===== src/rtl/conv_pkg.sv =====
package conv_pkg;
  function automatic int acc_width(input int xw, input int ww, input int taps);
    return xw + ww + $clog2(taps);
  endfunction
endpackage


===== src/rtl/conv_cell.sv =====
module conv_cell #(
  parameter int XW = 8,
  parameter int WW = 8,
  parameter int AW = 18
) (
  input  logic                 clk,
  input  logic                 rst_n,
  input  logic                 adv,
  input  logic signed [XW-1:0] x_bc,
  input  logic signed [AW-1:0] psum_in,
  input  logic                 w_we,
  input  logic signed [WW-1:0] w_din,
  output logic signed [AW-1:0] psum_out
);
  localparam int PW = XW + WW;

  logic signed [WW-1:0] coef_q;
  logic signed [PW-1:0] prod;
  logic signed [AW-1:0] sum_nx;

  always_comb begin
    prod   = x_bc * coef_q;
    sum_nx = psum_in + AW'(prod);
  end

  always_ff @(posedge clk or negedge rst_n) begin
    if (!rst_n) begin
      coef_q   <= '0;
      psum_out <= '0;
    end else begin
      if (adv)  psum_out <= sum_nx;
      if (w_we) coef_q   <= w_din;
    end
  end
endmodule


===== src/rtl/conv_frame_ctrl.sv =====
module conv_frame_ctrl #(
  parameter int TAPS = 4
) (
  input  logic clk,
  input  logic rst_n,
  input  logic fire,
  input  logic last_in,
  input  logic m_ready,
  output logic m_valid,
  output logic m_last
);
  localparam int CW = (TAPS > 2) ? $clog2(TAPS) : 1;
  localparam logic [CW-1:0] FULL = CW'(TAPS - 1);

  logic [CW-1:0] fill_q;
  logic          warm;

  assign warm = (fill_q == FULL);

  always_ff @(posedge clk or negedge rst_n) begin
    if (!rst_n) begin
      fill_q  <= '0;
      m_valid <= 1'b0;
      m_last  <= 1'b0;
    end else if (fire) begin
      if (last_in)    fill_q <= '0;
      else if (!warm) fill_q <= fill_q + 1'b1;
      m_valid <= warm;
      m_last  <= warm & last_in;
    end else if (m_ready) begin
      m_valid <= 1'b0;
      m_last  <= 1'b0;
    end
  end
endmodule


===== src/rtl/bcast_conv_array.sv =====
module bcast_conv_array #(
  parameter int TAPS = 4,
  parameter int XW   = 8,
  parameter int WW   = 8
) (
  input  logic                                   clk,
  input  logic                                   rst_n,
  input  logic                                   s_valid,
  output logic                                   s_ready,
  input  logic [XW-1:0]                          s_data,
  input  logic                                   s_last,
  input  logic                                   w_we,
  input  logic [$clog2(TAPS)-1:0]                w_idx,
  input  logic [WW-1:0]                          w_data,
  output logic                                   m_valid,
  input  logic                                   m_ready,
  output logic [XW+WW+$clog2(TAPS)-1:0]          m_data,
  output logic                                   m_last
);
  import conv_pkg::*;
  localparam int AW = acc_width(XW, WW, TAPS);
  localparam int IW = $clog2(TAPS);

  logic                 fire;
  logic signed [AW-1:0] link [TAPS+1];

  assign s_ready = !m_valid || m_ready;
  assign fire    = s_valid && s_ready;
  assign link[0] = '0;

  for (genvar c = 0; c < TAPS; c++) begin : g_tap
    logic sel;
    assign sel = w_we && (w_idx == IW'(c));
    conv_cell #(.XW(XW), .WW(WW), .AW(AW)) cell_i (
      .clk      (clk),
      .rst_n    (rst_n),
      .adv      (fire),
      .x_bc     ($signed(s_data)),
      .psum_in  (link[c]),
      .w_we     (sel),
      .w_din    ($signed(w_data)),
      .psum_out (link[c+1])
    );
  end

  assign m_data = link[TAPS];

  conv_frame_ctrl #(.TAPS(TAPS)) ctrl_i (
    .clk     (clk),
    .rst_n   (rst_n),
    .fire    (fire),
    .last_in (s_last),
    .m_ready (m_ready),
    .m_valid (m_valid),
    .m_last  (m_last)
  );
endmodule


===== config.mk =====
export PLATFORM = sky130hd
export DESIGN_NAME = bcast_conv_array
export DESIGN_NICKNAME = d
export VERILOG_FILES = /design/src/rtl/conv_pkg.sv /design/src/rtl/conv_cell.sv /design/src/rtl/conv_frame_ctrl.sv /design/src/rtl/bcast_conv_array.sv
export SDC_FILE = /design/constraint.sdc
export NUM_CORES = 1
export LEC_CHECK = 0
export ABC_CLOCK_PERIOD_IN_PS = 6200
export BUFFER_PORTS_ARGS = -buffer_cell sky130_fd_sc_hd__buf_2
export CAP_MARGIN = 20
export CORE_MARGIN = 2
export CORE_UTILIZATION = 41
export CTS_CLUSTER_DIAMETER = 60
export DETAILED_ROUTE_END_ITERATION = 6
export PLACE_DENSITY = 0.66
export SYNTH_ARGS = -nofsm -noshare
export SYNTH_HDL_FRONTEND = slang
export SYNTH_SLANG_ARGS = --single-unit

===== constraint.sdc =====
create_clock -name clk -period 6.2 [get_ports clk]
set_input_delay 1.24 -clock clk [delete_from_list [all_inputs] [get_ports clk]]
set_output_delay 1.24 -clock clk [all_outputs]
set_load 0.02 [all_outputs]

### Word-level counts from Yosys, hierarchy flattened

Index checks and enable logic that the tools add are counted.

| word-level totals | value |
|---|---|
| word-level logic and storage cells | 40 |
| bits in registers | 106 |
| output and inout port bits | 21 |

| cells by class | value |
|---|---|
| multipliers | 4 |
| bitwise operators | 1 |
| reduce and logical (&&, ||, !) cells | 10 |
| add/subtract/negate cells | 4 |
| muxes and demuxes | 5 |
| equal/unequal tests | 5 |

Operators with widths:

| cell | number |
|---|---|
| 8-bit by 8-bit multiplier with 16-bit output | 4 |
| 18-bit by 16-bit adder with 18-bit output | 2 |
| 16-bit by 16-bit adder with 17-bit output | 1 |
| 2-bit == test, second input constant | 3 |
| 1-bit logical AND | 5 |
| 2-bit 2-to-1 mux | 2 |
| 1-bit 2-to-1 mux | 3 |
| 2-bit by 1-bit adder with 2-bit output, second input constant | 1 |
| 2-bit by 1-bit == test with 1-bit output, second input constant | 1 |
| 2-bit logical NOT | 1 |
| 2-bit != test, second input constant | 1 |
| 2-bit AND reduction | 1 |
| 2-bit nonzero test | 1 |
| 1-bit bitwise AND | 1 |
| 1-bit logical NOT | 1 |
| 1-bit logical OR | 1 |

### Logic depth before layout (Yosys ltp)

| depth | value |
|---|---|
| depth after elaboration | 4 |
| gate-level depth with buffers | 19 |
| gate-level depth less buffers | 18 |

### Cells and area by module

A second synthesis with hierarchy kept.

| unflattened totals | value |
|---|---|
| cell total of the unflattened synthesis | 1643 |
| area, all modules | 17284.1 sq um |

Modules (own cells, without submodules):

| module | sequential area each (sq um) | area each (sq um) | cells each | instances |
|---|---|---|---|---|
| conv_cell (g_tap[1].cell_i ...) | 650.6 | 4304.1 | 412 | 2 |
| conv_cell (g_tap[3].cell_i) | 650.6 | 4217.8 | 397 | 1 |
| conv_cell (g_tap[0].cell_i) | 650.6 | 4199.0 | 395 | 1 |
| conv_frame_ctrl | 100.1 | 197.7 | 19 | 1 |
| bcast_conv_array | 0.0 | 61.3 | 8 | 1 |

### Worst setup path after synthesis

Ideal clock, no wire load.

| timing path | value |
|---|---|
| path kind | input-to-reg |
| start | input port s_data[7] |
| end | register g_tap[3].cell_i.psum_out[13] |
| stages | 16 |
| path slack | 0.159 ns |
| arrival | 5.911 ns |
| buffers on the path | 1 |
| path through | clkbuf_1 and2_1 inv_1 fa_1 inv_1 fa_1 fa_1 fa_1 fa_1 ha_1 or4_1 o21ai_2 o31ai_1 a21oi_1 xor2_1 o21ai_1 |

| between the ends | value |
|---|---|
| word-level cells in the longest chain between the ends | 2 |

Ends and longest elaborated chain:

| element | RTL line | text |
|---|---|---|
| start: declaration | bcast_conv_array.sv:10 | `input logic [XW-1:0] s_data,` |
| 8-bit by 8-bit multiplier with 16-bit output | conv_cell.sv:22 | `prod = x_bc * coef_q;` |
| 18-bit by 16-bit adder with 18-bit output | conv_cell.sv:23 | `sum_nx = psum_in + AW'(prod);` |
| end signal: assignment | conv_cell.sv:31 | `if (adv) psum_out <= sum_nx;` |
| end: declaration | conv_cell.sv:13 | `output logic signed [AW-1:0] psum_out` |

Every way passes these cells.
A chain may end at the register's enable or synchronous reset.

### Final worst setup path

| timing path | value |
|---|---|
| start | input port s_data[6] |
| end | register g_tap[1].cell_i.psum_out[13] |

| between the ends | value |
|---|---|
| word-level cells in the longest chain between the ends | 2 |

Ends and longest elaborated chain:

| element | RTL line |
|---|---|
| 8-bit by 8-bit multiplier with 16-bit output | conv_cell.sv:22 |
| 16-bit by 16-bit adder with 17-bit output | conv_cell.sv:23 |
| end signal: assignment | conv_cell.sv:31 |
| end: declaration | conv_cell.sv:13 |

Every way passes these cells.

==> results.yml <==
status:
  status: "complete, no violations"
final_layout:
  antennaDiodeCount: 0
  area_growth_pct: 7.524
  final_layout_size_suffix_gt1_share_pct: 7.961
  final_util_pct: 44.48
  fin_nets: 2121
place:
  dp_slack_ps: -9.272
  gp_congestion: 0.8240
  portBuffers: 44
  dp.final_hpwl_um: 26420
yosys:
  netlist_instances: 1621
  synth-seq-cells: 105
  synthDistinctLibCells: 58
  synth_top_family_by_area: "adder cells"
  synth-compound-area-share_pct: 6.817
  synth_xor_area_share_pct: 3.522
  yosys.area_share.simple_pct: 12.90
  ys_seq_area_share_pct: 16.51
  yosysWarnings: 0
  syn_area_per_cell_sq_um: 9.817
  synthArstFlopShare_pct: 100.0
  syn_area_sq_um: 15910
  muxShareOfSynthArea_pct: 2.398
  syn_nets: 2089
  ys.flop_type: "dfrtp_1"
  synth-edff-count: 0
  synth_fa_ha_area_share_pct: 48.64
routing:
  drtAntennaViolNets: 0
  dr_total_vias: 10650
  drt-total-wl_um: 32430
  drc: 0
  routed_via_density: 4.892
  drt-wirelength-per-cell_um: 14.90
  drt_iter0_markers: 539
  firstDrtPassIters: 5
critical_path:
  cp.required_ps: 6440
  cp_cell_sequence: "buf_2 > buf_4 > nand2_1 > fa_1 > inv_1 > fa_1 > fa_1 > fa_1 > fa_1 > ha_1 > o21ai_0 > o21bai_1 > a21boi_0 > o31ai_1 > xnor2_1 > o21ai_0"
  cp_num_buf_inv: 3
  endpoint_kind: "flop"
  cp_max_fo: 18
  arrival_ps: 6050
  cp_slowest_cell: "fa_1"
  start_kind: "primary input"
  cp_slowest_stage_delay_ps: 570
  critPathKind: "in -> reg"
  crit_top_cell: "fa_1"
  critical_path.top_delay_family: "adder cells"
timing:
  max_freq_mhz: 172.1
  setup_ws_ps: 390.6
  whs_ps: 477.2
  rsz0062_at_grt: "false"
  fin_crit_ps: 5809
  finalHoldViolCount: 0
  setup-violations-final: 0
  finalClockSkew_ps: 10.77
  maxSlewViolCount: 0
  finalCritPeriodShare_pct: 93.70
  tightest_slew_ps: 900.2
  relSlewSlack_pct: 39.98
run:
  drv_cap: 0
global_route:
  busiest_layer: "met2"
  antenna_found_initial: 0
  grtUsageTotal_pct: 17.49
  grt_pass1_vias: 11310
  grt_pass1_wl_um: 57150
  grt_max_degree: 66
  gr-total-overflow: 0
  grt_use_met1_pct: 26.50
  use_met3_pct: 1.818
  grt_util_met2_pct: 27.00
floorplan:
  io_pins: 45
  core_area_sq_um: 38470
  die_h_um: 201.0
  dieArea_sq_um: 40410
  rows: 72
  die_x_um: 201.0
  initial_core_util_pct: 41.37
clock_network:
  clk_latency_ps: 380
  h-tree-depth: 3
  postCtsSetupRepairBufs: 0
  cts_resized: 0
  clkSlewWorstSetupHoldPaths_ps: 90
  cts_tree: "done"
  hold_buffers: 0
  cts.sinks: 105
  clock_path_buffers: 2
  ctsRootBufferMaster: "clkbuf_16"
  numCtsBuffers: 9
min_path:
  hp-class: "reg -> reg"
cells in the mapped netlist (3+ instances only):
cell,n,share of area (%)
nand2_1,192,4.5
nand3_1,7,0.22
nor2_1,22,0.52
o21bai_1,5,0.24
nor3_1,6,0.19
nor2b_1,15,0.59
xnor2_1,46,2.5
fa_1,291,37
mux2_2,33,2.3
a21boi_0,3,0.14
o22ai_1,4,0.16
buf_1,7,0.17
and2_1,136,5.3
clkbuf_1,41,0.97
or4_1,3,0.14
a31oi_1,4,0.16
o21ai_0,70,2.2
a211oi_1,5,0.24
o21a_1,9,0.42
or3_1,3,0.12
o21ai_1,5,0.16
inv_1,340,8.0
o31ai_1,4,0.19
nand3b_1,3,0.14
nand2b_1,16,0.63
a21oi_1,27,0.85
ha_1,153,12
a21o_1,13,0.61
xor2_1,18,0.99
dfrtp_1,105,17
cell families after synthesis:
logic type | count (synthesis)
adder cells (fa/ha/maj) | 444
AND/OR/NAND/NOR | 412
buffers and inverters | 390
AO/OA/AOI/OAI | 172
flip-flops | 105
XOR/XNOR | 64
multiplexers | 34
area by class of cell:
type	instances	area, sq um
clock buffers	10	239.0
clock inverters	6	66.31
fillers	3662	21360
inverters	340	1276
multi-input cells	1126	11830
flip-flops and latches	105	2628
well taps	518	648.1
repair buffers	71	425.4
registers in the layout, summed over array words and instances, names as in the netlist:
name	count
ctrl_i.m_last	1
g_tap.cell_i.psum_out	69
ctrl_i.m_valid	1
g_tap.cell_i.coef_q	32
ctrl_i.fill_q	2
metal layers:
layer,routed length [um],vias to the layer above
met3,1024,27
met1,16210,5421
li1,-,5010
met4,447,0
met2,14750,188
met5,0,-
through the flow:
stage	instances	area [sq um]	TNS [ps]
detailed placement	2160	16810	-9.272
floorplan	1621	15910	0
global placement	2160	16810	0
finish	2176	17110	0
CTS	2176	17110	0
global route	2176	17110	0
worst paths after layout:
check / from / to / slack (ps) / cells past startpoint
hold reg to reg: g_tap[3].cell_i.psum_out[0]$_DFFE_PN0P_ / g_tap[3].cell_i.psum_out[0]$_DFFE_PN0P_ / 480 / 2
min in group asynchronous: rst_n / g_tap[3].cell_i.psum_out[17]$_DFFE_PN0P_ / 980 / 1
setup reg to reg: g_tap[2].cell_i.coef_q[0]$_DFFE_PN0P_ / g_tap[2].cell_i.psum_out[16]$_DFFE_PN0P_ / 1140 / 17
setup / recovery: s_data[6] / g_tap[1].cell_i.psum_out[13]$_DFFE_PN0P_ / 390 / 16
max in group asynchronous: rst_n / g_tap[0].cell_i.psum_out[3]$_DFFE_PN0P_ / 4130 / 2
hold / removal: g_tap[3].cell_i.psum_out[0]$_DFFE_PN0P_ / g_tap[3].cell_i.psum_out[0]$_DFFE_PN0P_ / 480 / 2
cell usage in the layout, fill, tap and decap left out, types with 4 or more instances in the layout:
cell type,count
and2_1,135
a21oi_1,27
inv_1,340
buf_2,43
nor3_1,6
ha_1,153
a21o_1,13
xor2_1,18
fa_1,291
clkbuf_16,9
a211oi_1,5
nand2b_1,16
buf_4,28
nor2b_1,15
o21ai_1,5
xnor2_1,46
nand2_1,191
o22ai_1,4
o21ai_0,70
a31oi_1,4
o21a_1,9
nand3_1,7
mux2_2,33
nor2_1,22
dfrtp_1,105
o31ai_1,4
o21bai_1,5
worst reg2reg max path: stages (launching register included):
cell      delay (ps)
dfrtp_1          560
nand2_1          130
fa_1             530
inv_1             50
fa_1             460
ha_1             280
inv_1             40
fa_1             470
inv_1             40
ha_1             260
ha_1             220
fa_1             480
a21o_1           180
a21oi_1          330
o21ai_0          260
a31oi_1          280
mux2i_1          210
o311ai_0         140
Power is not shown: default switching activity piles up to over one toggle a cycle in this logic, so the estimate is an artifact.
